===== src/rtl/otp_pkg.sv =====
package otp_pkg;
  localparam int BYTE_W = 8;

  typedef enum logic [2:0] {
    OM_STANDBY,
    OM_READ,
    OM_OUT_OFF,
    OM_SIGNATURE,
    OM_PROGRAM,
    OM_VERIFY,
    OM_INHIBIT,
    OM_HV_IDLE
  } otp_mode_e;

  localparam logic [BYTE_W-1:0] SIG_CODE_EVEN = 8'h20;
  localparam logic [BYTE_W-1:0] SIG_CODE_ODD  = 8'hB4;
endpackage


===== src/rtl/otp_mode_dec.sv =====
module otp_mode_dec
  import otp_pkg::*;
(
  input  logic      ce_n,
  input  logic      oe_n,
  input  logic      vpp_hi,
  input  logic      id_volt,
  output otp_mode_e mode
);
  always_comb begin
    if (vpp_hi) begin
      unique case ({ce_n, oe_n})
        2'b11:   mode = OM_INHIBIT;
        2'b10:   mode = OM_VERIFY;
        2'b01:   mode = OM_PROGRAM;
        default: mode = OM_HV_IDLE;
      endcase
    end else if (ce_n) begin
      mode = OM_STANDBY;
    end else if (oe_n) begin
      mode = OM_OUT_OFF;
    end else if (id_volt) begin
      mode = OM_SIGNATURE;
    end else begin
      mode = OM_READ;
    end
  end
endmodule


===== src/rtl/otp_prog_seq.sv =====
module otp_prog_seq
  import otp_pkg::*;
#(
  parameter int DEPTH = 64,
  localparam int AW = $clog2(DEPTH)
) (
  input  logic              clk,
  input  logic              rst_n,
  input  otp_mode_e         mode,
  input  logic              ce_n,
  input  logic              vpp_hi,
  input  logic [AW-1:0]     addr,
  input  logic [BYTE_W-1:0] din,
  output logic              wr_en,
  output logic [AW-1:0]     wr_addr,
  output logic [BYTE_W-1:0] wr_data
);
  logic              pulse_live;
  logic [AW-1:0]     hold_addr;
  logic [BYTE_W-1:0] hold_data;

  always_ff @(posedge clk or negedge rst_n) begin
    if (!rst_n) begin
      pulse_live <= 1'b0;
      hold_addr  <= '0;
      hold_data  <= '1;
    end else begin
      pulse_live <= (mode == OM_PROGRAM);
      if (mode == OM_PROGRAM) begin
        hold_addr <= addr;
        hold_data <= din;
      end
    end
  end

  // Write strobe: the chip select rises after a program cycle, supply still high.
  assign wr_en   = pulse_live && ce_n && vpp_hi;
  assign wr_addr = hold_addr;
  assign wr_data = hold_data;

  p_one_write_per_pulse_r4: assert property (@(posedge clk) disable iff (!rst_n)
    wr_en |=> !wr_en);
  p_write_follows_low_ce_r4: assert property (@(posedge clk) disable iff (!rst_n)
    wr_en |-> ($past(ce_n) == 1'b0));
  p_no_write_without_supply_r11: assert property (@(posedge clk) disable iff (!rst_n)
    !vpp_hi |-> !wr_en);
endmodule


===== src/rtl/otp_cell_array.sv =====
module otp_cell_array
  import otp_pkg::*;
#(
  parameter int DEPTH = 64,
  localparam int AW = $clog2(DEPTH)
) (
  input  logic              clk,
  input  logic              rst_n,
  input  logic              wr_en,
  input  logic [AW-1:0]     wr_addr,
  input  logic [BYTE_W-1:0] wr_data,
  input  logic [AW-1:0]     rd_addr,
  output logic [BYTE_W-1:0] rd_data
);
  logic [BYTE_W-1:0] cells [DEPTH];

  for (genvar g = 0; g < DEPTH; g++) begin : g_cell
    logic [BYTE_W-1:0] q;
    always_ff @(posedge clk or negedge rst_n) begin
      if (!rst_n) begin
        q <= '1;
      end else if (wr_en && (wr_addr == AW'(g))) begin
        q <= q & wr_data;
      end
    end
    assign cells[g] = q;
  end

  assign rd_data = cells[rd_addr];

  p_clear_only_r9: assert property (@(posedge clk) disable iff (!rst_n)
    wr_en |=> ((cells[$past(wr_addr)] & ~$past(cells[wr_addr])) == '0));
  p_quiet_without_write_r6: assert property (@(posedge clk) disable iff (!rst_n)
    !wr_en |=> (cells[$past(rd_addr)] == $past(rd_data)));
endmodule


===== src/rtl/otp_byte_store.sv =====
module otp_byte_store
  import otp_pkg::*;
#(
  parameter int DEPTH = 64,
  localparam int AW = $clog2(DEPTH)
) (
  input  logic              clk,
  input  logic              rst_n,
  input  logic              ce_n,
  input  logic              oe_n,
  input  logic              vpp_hi,
  input  logic              id_volt,
  input  logic [AW-1:0]     addr,
  input  logic [BYTE_W-1:0] din,
  output logic [BYTE_W-1:0] dout,
  output logic              dout_oe
);
  otp_mode_e         mode;
  logic              wr_en;
  logic [AW-1:0]     wr_addr;
  logic [BYTE_W-1:0] wr_data;
  logic [BYTE_W-1:0] rd_data;
  logic [BYTE_W-1:0] sig_byte;

  otp_mode_dec u_dec (
    .ce_n    (ce_n),
    .oe_n    (oe_n),
    .vpp_hi  (vpp_hi),
    .id_volt (id_volt),
    .mode    (mode)
  );

  otp_prog_seq #(.DEPTH(DEPTH)) u_seq (
    .clk     (clk),
    .rst_n   (rst_n),
    .mode    (mode),
    .ce_n    (ce_n),
    .vpp_hi  (vpp_hi),
    .addr    (addr),
    .din     (din),
    .wr_en   (wr_en),
    .wr_addr (wr_addr),
    .wr_data (wr_data)
  );

  otp_cell_array #(.DEPTH(DEPTH)) u_arr (
    .clk     (clk),
    .rst_n   (rst_n),
    .wr_en   (wr_en),
    .wr_addr (wr_addr),
    .wr_data (wr_data),
    .rd_addr (addr),
    .rd_data (rd_data)
  );

  assign sig_byte = addr[0] ? SIG_CODE_ODD : SIG_CODE_EVEN;

  always_comb begin
    dout_oe = 1'b0;
    dout    = '0;
    unique case (mode)
      OM_READ, OM_VERIFY: begin
        dout_oe = 1'b1;
        dout    = rd_data;
      end
      OM_SIGNATURE: begin
        dout_oe = 1'b1;
        dout    = sig_byte;
      end
      default: ;
    endcase
  end

  logic plain_read;
  assign plain_read = !vpp_hi && !ce_n && !oe_n && !id_volt;

  p_disable_r2: assert property (@(posedge clk) disable iff (!rst_n)
    (!vpp_hi && !ce_n && oe_n) |-> !dout_oe);
  p_standby_r3: assert property (@(posedge clk) disable iff (!rst_n)
    (!vpp_hi && ce_n) |-> !dout_oe);
  p_inhibit_r6: assert property (@(posedge clk) disable iff (!rst_n)
    (vpp_hi && ce_n && oe_n) |-> !dout_oe);
  p_hv_idle_r11: assert property (@(posedge clk) disable iff (!rst_n)
    (vpp_hi && !ce_n && !oe_n) |-> !dout_oe);
  p_sig_code_r7: assert property (@(posedge clk) disable iff (!rst_n)
    (!vpp_hi && !ce_n && !oe_n && id_volt) |->
      (dout_oe && (dout == (addr[0] ? 8'hB4 : 8'h20))));
  p_quiet_bus_r10: assert property (@(posedge clk) disable iff (!rst_n)
    !dout_oe |-> (dout == '0));
  p_no_raise_r9: assert property (@(posedge clk) disable iff (!rst_n)
    (plain_read && $past(plain_read) && (addr == $past(addr))) |->
      ((dout & ~$past(dout)) == '0));
endmodule


===== config.mk =====
export PLATFORM = sky130hd
export DESIGN_NAME = otp_byte_store
export DESIGN_NICKNAME = d
export VERILOG_FILES = /design/src/rtl/otp_pkg.sv /design/src/rtl/otp_mode_dec.sv /design/src/rtl/otp_prog_seq.sv /design/src/rtl/otp_cell_array.sv /design/src/rtl/otp_byte_store.sv
export SDC_FILE = /design/constraint.sdc
export NUM_CORES = 1
export LEC_CHECK = 0
export BUFFER_PORTS_ARGS = -buffer_cell sky130_fd_sc_hd__buf_2
export CORE_ASPECT_RATIO = 1.25
export CORE_MARGIN = 3
export CORE_UTILIZATION = 35
export DETAILED_ROUTE_END_ITERATION = 6
export GPL_TIMING_DRIVEN = 1
export PLACE_DENSITY = 0.48
export SYNTH_ARGS = -nofsm -noshare
export SYNTH_HDL_FRONTEND = slang
export SYNTH_SLANG_ARGS = --single-unit
export TNS_END_PERCENT = 30

===== constraint.sdc =====
create_clock -name clk -period 2.5 [get_ports clk]
set_input_delay 0.25 -clock clk [delete_from_list [all_inputs] [get_ports clk]]
set_output_delay 0.25 -clock clk [all_outputs]
set_load 0.1 [all_outputs]

== Word-level counts from Yosys, hierarchy flattened ==
Cells that the tools add are included.
Operators by class
  $lt $le $gt $ge: 1
  equality and inequality tests: 70
  multiplexer cells: 11
  bitwise logic cells: 65
  reductions and logical operators: 69
Operator list (number)
  bitwise AND 8 bit: 64
  equality test 6 bit (second input constant): 32
  equality test 6 x 5 -> 1 bit (second input constant): 16
  logical AND 1 bit: 66
  binary-select mux 8 bit (select 6 bit): 1
  equality test 6 x 4 -> 1 bit (second input constant): 8
  equality test 6 x 3 -> 1 bit (second input constant): 4
  two-way mux 8 bit: 3
  one-hot mux 8 bit (2 select lines): 1
  equality test 6 x 2 -> 1 bit (second input constant): 2
  two-way mux 3 bit: 3
  >= comparator 7 bit (second input constant): 1
  inverter 6 -> 7 bit: 1
  equality test 3 bit (second input constant): 2
  equality test 6 x 1 -> 1 bit (second input constant): 1
  logical NOT 6 bit: 1
  one-hot mux 2 bit (3 select lines): 1
  equality test 2 bit (second input constant): 2
  equality test 3 x 1 -> 1 bit (second input constant): 1
  equality test 3 x 2 -> 1 bit (second input constant): 1
  OR reduction 3 bit: 1
  equality test 2 x 1 -> 1 bit (second input constant): 1
  two-way mux 2 bit: 1
  OR reduction 2 bit: 1
  two-way mux 1 bit: 1
Storage, ports and cells
  register bits: 527
  input port bits: 20
  output and inout bits: 9
  logic and storage cells: 283

== Depth between registers and ports, before layout ==
  depth in word-level cells: 7
  depth in mapped cells: 9
  gate-level depth less buffers: 7

== By module ==
From an unflattened synthesis, not the netlist that was laid out.
Unflattened totals
  cells, all modules: 1560
  area total of the unflattened synthesis: 22864.4 um^2
By module, submodules not included
  otp_cell_array: instances 1, cells each 1507, area an instance 22083.7 um^2, sequential area each 13452.9 um^2
  otp_prog_seq: instances 1, cells each 32, area an instance 621.8 um^2, sequential area each 385.4 um^2
  otp_byte_store: instances 1, cells each 13, area an instance 93.8 um^2, sequential area each 0.0 um^2
  otp_mode_dec: instances 1, cells each 8, area an instance 65.1 um^2, sequential area each 0.0 um^2

== Least setup slack after synthesis ==
Ideal clock, no wire load.
  path type: input-to-output
  start point: input port addr[1]
  end point: output port dout[2]
  arrival time: 2796 ps
  data required time: 2250 ps
  setup slack: -546 ps
  cell stages on the path: 9
  path buffers: 4
  cell sequence: buf_6 buf_6 buf_6 buf_2 mux4_2 mux2i_1 o21ai_1 nand2_1 o211ai_1
On the way
  cells in the longest elaborated chain, start to end: 5
RTL lines
  start: declaration: RTL line otp_byte_store.sv:13  | input logic [AW-1:0] addr,
  inverter 6 -> 7 bit (implied by the code): RTL line otp_cell_array.sv:29  | assign rd_data = cells[rd_addr];
  binary-select mux 8 bit (select 6 bit): RTL line otp_cell_array.sv:29
  two-way mux 8 bit (implied by the code) (2 in series): RTL line otp_cell_array.sv:29
  one-hot mux 8 bit (2 select lines): RTL line otp_byte_store.sv:61  | unique case (mode)
  end: declaration: RTL line otp_byte_store.sv:15  | output logic [BYTE_W-1:0] dout,
No other way between the ends. The select of a mux whose other input is x is not followed.

== Final worst setup path ==
  start point: register u_arr.g_cell[46].q[5]
  end point: output port dout[5]
On the way
  cells in the longest elaborated chain, start to end: 4
RTL lines
  start: declaration: RTL line otp_cell_array.sv:18  | logic [BYTE_W-1:0] q;
  start signal: assignment: RTL line otp_cell_array.sv:23  | q <= q & wr_data;
  binary-select mux 8 bit (select 6 bit): RTL line otp_cell_array.sv:29
  two-way mux 8 bit (implied by the code) (2 in series): RTL line otp_cell_array.sv:29
  one-hot mux 8 bit (2 select lines): RTL line otp_byte_store.sv:61
No other way between the ends. The select of a mux whose other input is x is not followed.

==> impl_metrics.ini <==
[power_and_ir_drop]
combPwrFrac_pct = 9.7
seqPwrFrac_pct = 47.3
p_int_mw = 13.8
power.switching_mw = 4.92
leakage_nw = 10.0
swShare_pct = 26.3
power.share.clock_pct = 42.9
finalPower_mw = 18.7
vdd_drop_max_v = 0.000532
power_density_mw_per_mm2 = 693

[global_route]
grt_pass1_wl_um = 97700
antenna_found_initial = 1
grt_max_degree = 75
groute.usage.overall_pct = 19.1
gr-total-overflow = 0
grt_pass1_vias = 15000

[detailed_routing]
first_pass_iters = 5
routed_via_density = 5.36
drcViolationCount = 0
wirelength_um = 62800
num_vias = 13700
antenna_left = 0
routedWlPerCell_um = 24.7
drtIter0Drc = 701

[job]
cap_violations = 0

[clock_network]
clkLatencyLatePin_ps = 600
cts.path.max_buffers = 3
ctsHtreeMaxLevel = 2
cts_root_buf = clkbuf_16
cts_made_buffers = 54
path_clk_slew_ps = 60
cts_tree = yes
cts.sinks = 527

[timing]
timing.hold.ws_ps = -3.83
fmax_ghz = 0.353
setup_ws_ps = -331
min_period_ps = 2830
layout_worst_path_cycle_share_pct = 113
skew_ps = 13.2
rsz0062_at_grt = true
tns_ps = -2070
finalSetupViolations = 8
slew_violations = 0
worst_pin_slew_ps = 1000
finalHoldViolCount = 2
relSlewSlack_pct = 32.9

[critical_path]
cp_num_buf_inv = 1
worstPathMaxFanout = 2
slowest_stage = mux4_2
required_ps = 2250
r2r-start = u_seq.wr_addr[2]$_DFFE_PN0P_
crit_arrival_ps = 2580
critPathKind = reg2out
crit_family = multiplexers
r2r_end = u_arr.g_cell[8].q[2]$_DFFE_PN1P_
rr_worst_depth = 4
ff2ff_setup_slack_ps = 260
crit_chain = mux4_2 -> mux2i_4 -> mux2i_4 -> o211ai_1 -> nand2_2 -> buf_12
cp-end-kind = output port
start_kind = register
critical-path-max-stage-delay_ps = 510
cp_common_cell = mux2i_4

[synth]
synthDistinctLibCells = 35
synthTopCellsByArea = dfstp_2 (60%), o21a_1 (17%), mux4_2 (13%), mux2i_1 (1.8%), nand2_1 (1.5%)
ys_warn_count = 0
synthCells = 1524
syn-cell-area_mm2 = 0.0228
synth_xor_area_share_pct = 0
avgSynthCellArea_um2 = 15.0
synth_compound_area_share_pct = 17.8
synth_top_area_share_pct = 59.9
synthesis.nets = 1547
synth.area.mux_share_pct = 16.0
yosys.area_share.simple_pct = 2.99
ys_ff_latch = 527
synth_fa_ha_area_share_pct = 0.165
synth_top_family_by_area = compound AO/OA/AOI/OAI gates
ys_seq_area_share_pct = 60.7
post-synth-top-area-cell = dfstp_2

[die]
row_count = 104
dieArea_mm2 = 0.0683
pin_count = 29
fp.dieW_um = 234
fp.coreArea_mm2 = 0.0644
die_y_um = 291
start_util_pct = 35.4

[min_path]
hold_path.class = in2async

[placement]
dp_hpwl_um = 41500
port_buffers = 28
pre_cts_ws_ps = -332
place.gp.congestion = 0.807

[outcome]
failed_checks = hold timing, setup timing
status = finished with violations

[cells_and_area]
final_cell_mix = dfstp_2 (520), o21a_1 (512), mux4_2 (135)
antenna_cells = 0
layout.nets = 1684
drive_gt1_share_pct = 56.4
final_common_cell = dfstp_2
syn2layout_area_growth_pct = 18.6
layer usage:
layer | up-vias | track usage (%) | routed length [um]
met2 | 247 | 32.4 | 31900
met5 | - | 0 | 0
li1 | 5948 | - | -
met1 | 7366 | 25.2 | 26800
met4 | 0 | 5.77 | 1900
met3 | 102 | 3.03 | 2250
worst reg2reg max path, delay by kind of cell (launching register included):
family,cells,cell delay (ps)
compound gates,1,320
simple gates,3,1340
flops,1,510
kinds of logic after synthesis:
kind of cell / after synthesis
simple gates: 153
buf+inv: 108
fa+ha+maj: 3
mux: 191
compound gates: 542
flops: 527
timing repair:
action,CTS,global route
gates resized for setup,50,5
endpoints found under the setup margin,8,8
buffers inserted,0,0
hold buffers,9,0
pin swaps,12,5
endpoints found under the hold margin,9,0
worst max-delay path by stage:
stage / start / endpoint / slack [ps] / cells past startpoint
after global routing: u_arr.g_cell[46].q[5]$_DFFE_PN1P_ / dout[5] / -450 / 6
after floorplan: addr[0] / dout[2] / -470 / 8
after detailed placement: addr[0] / dout[3] / -330 / 7
final: u_arr.g_cell[46].q[5]$_DFFE_PN1P_ / dout[5] / -330 / 6
after global placement: addr[0] / dout[1] / -320 / 10
after CTS: u_arr.g_cell[46].q[5]$_DFFE_PN1P_ / dout[5] / -370 / 6
cell usage after synthesis, drive strengths merged:
cell type  count
a31oi          1
o21a         512
nand2         91
mux2i         41
nor2          15
nor4           1
nand2b        10
o21ba          1
buf           35
dfrtp          7
o211ai         5
a22oi          9
mux2          13
nor2b          5
o211a          1
nand4          6
ha             3
inv            5
nor3          12
and2           2
clkbuf        68
o21ai          7
dfstp        520
nand3         11
a221oi         3
o2111ai        3
mux4         137
state kept, by name (all words and copies together) (netlist names):
register,count
u_seq.pulse_live,1
u_seq.wr_addr,6
u_seq.wr_data,8
u_arr.g_cell.q,512
power by group through the flow:
stage | sequential (mW) | combinational, mW | clock, mW
final | 8.86 | 1.83 | 8.05
after global routing | 8.88 | 1.98 | 8.70
after CTS | 8.86 | 1.87 | 8.32
after detailed placement | 8.99 | 1.82 | 0
after global placement | 8.98 | 1.82 | 0
after floorplan | 8.82 | 1.01 | 0
area by class of cell:
type,count,area (um^2)
clock inverters,17,176
flip-flops and latches,527,13800
clock buffers,78,1570
well taps,848,1060
multi-input cells,889,8610
fillers,5841,37400
repair buffers,184,1780
inverters,5,18.8
metrics by stage:
step           area (um^2)  std cells  utilization, %
6_report             27100       2548            42.0
5_1_grt              27100       2548            42.0
4_1_cts              27000       2548            42.0
3_5_place_dp         25000       2444            38.8
3_3_place_gp         25000       2444            38.8
2_1_floorplan        22900       1524               -
Power figures use the tool's default switching activity.
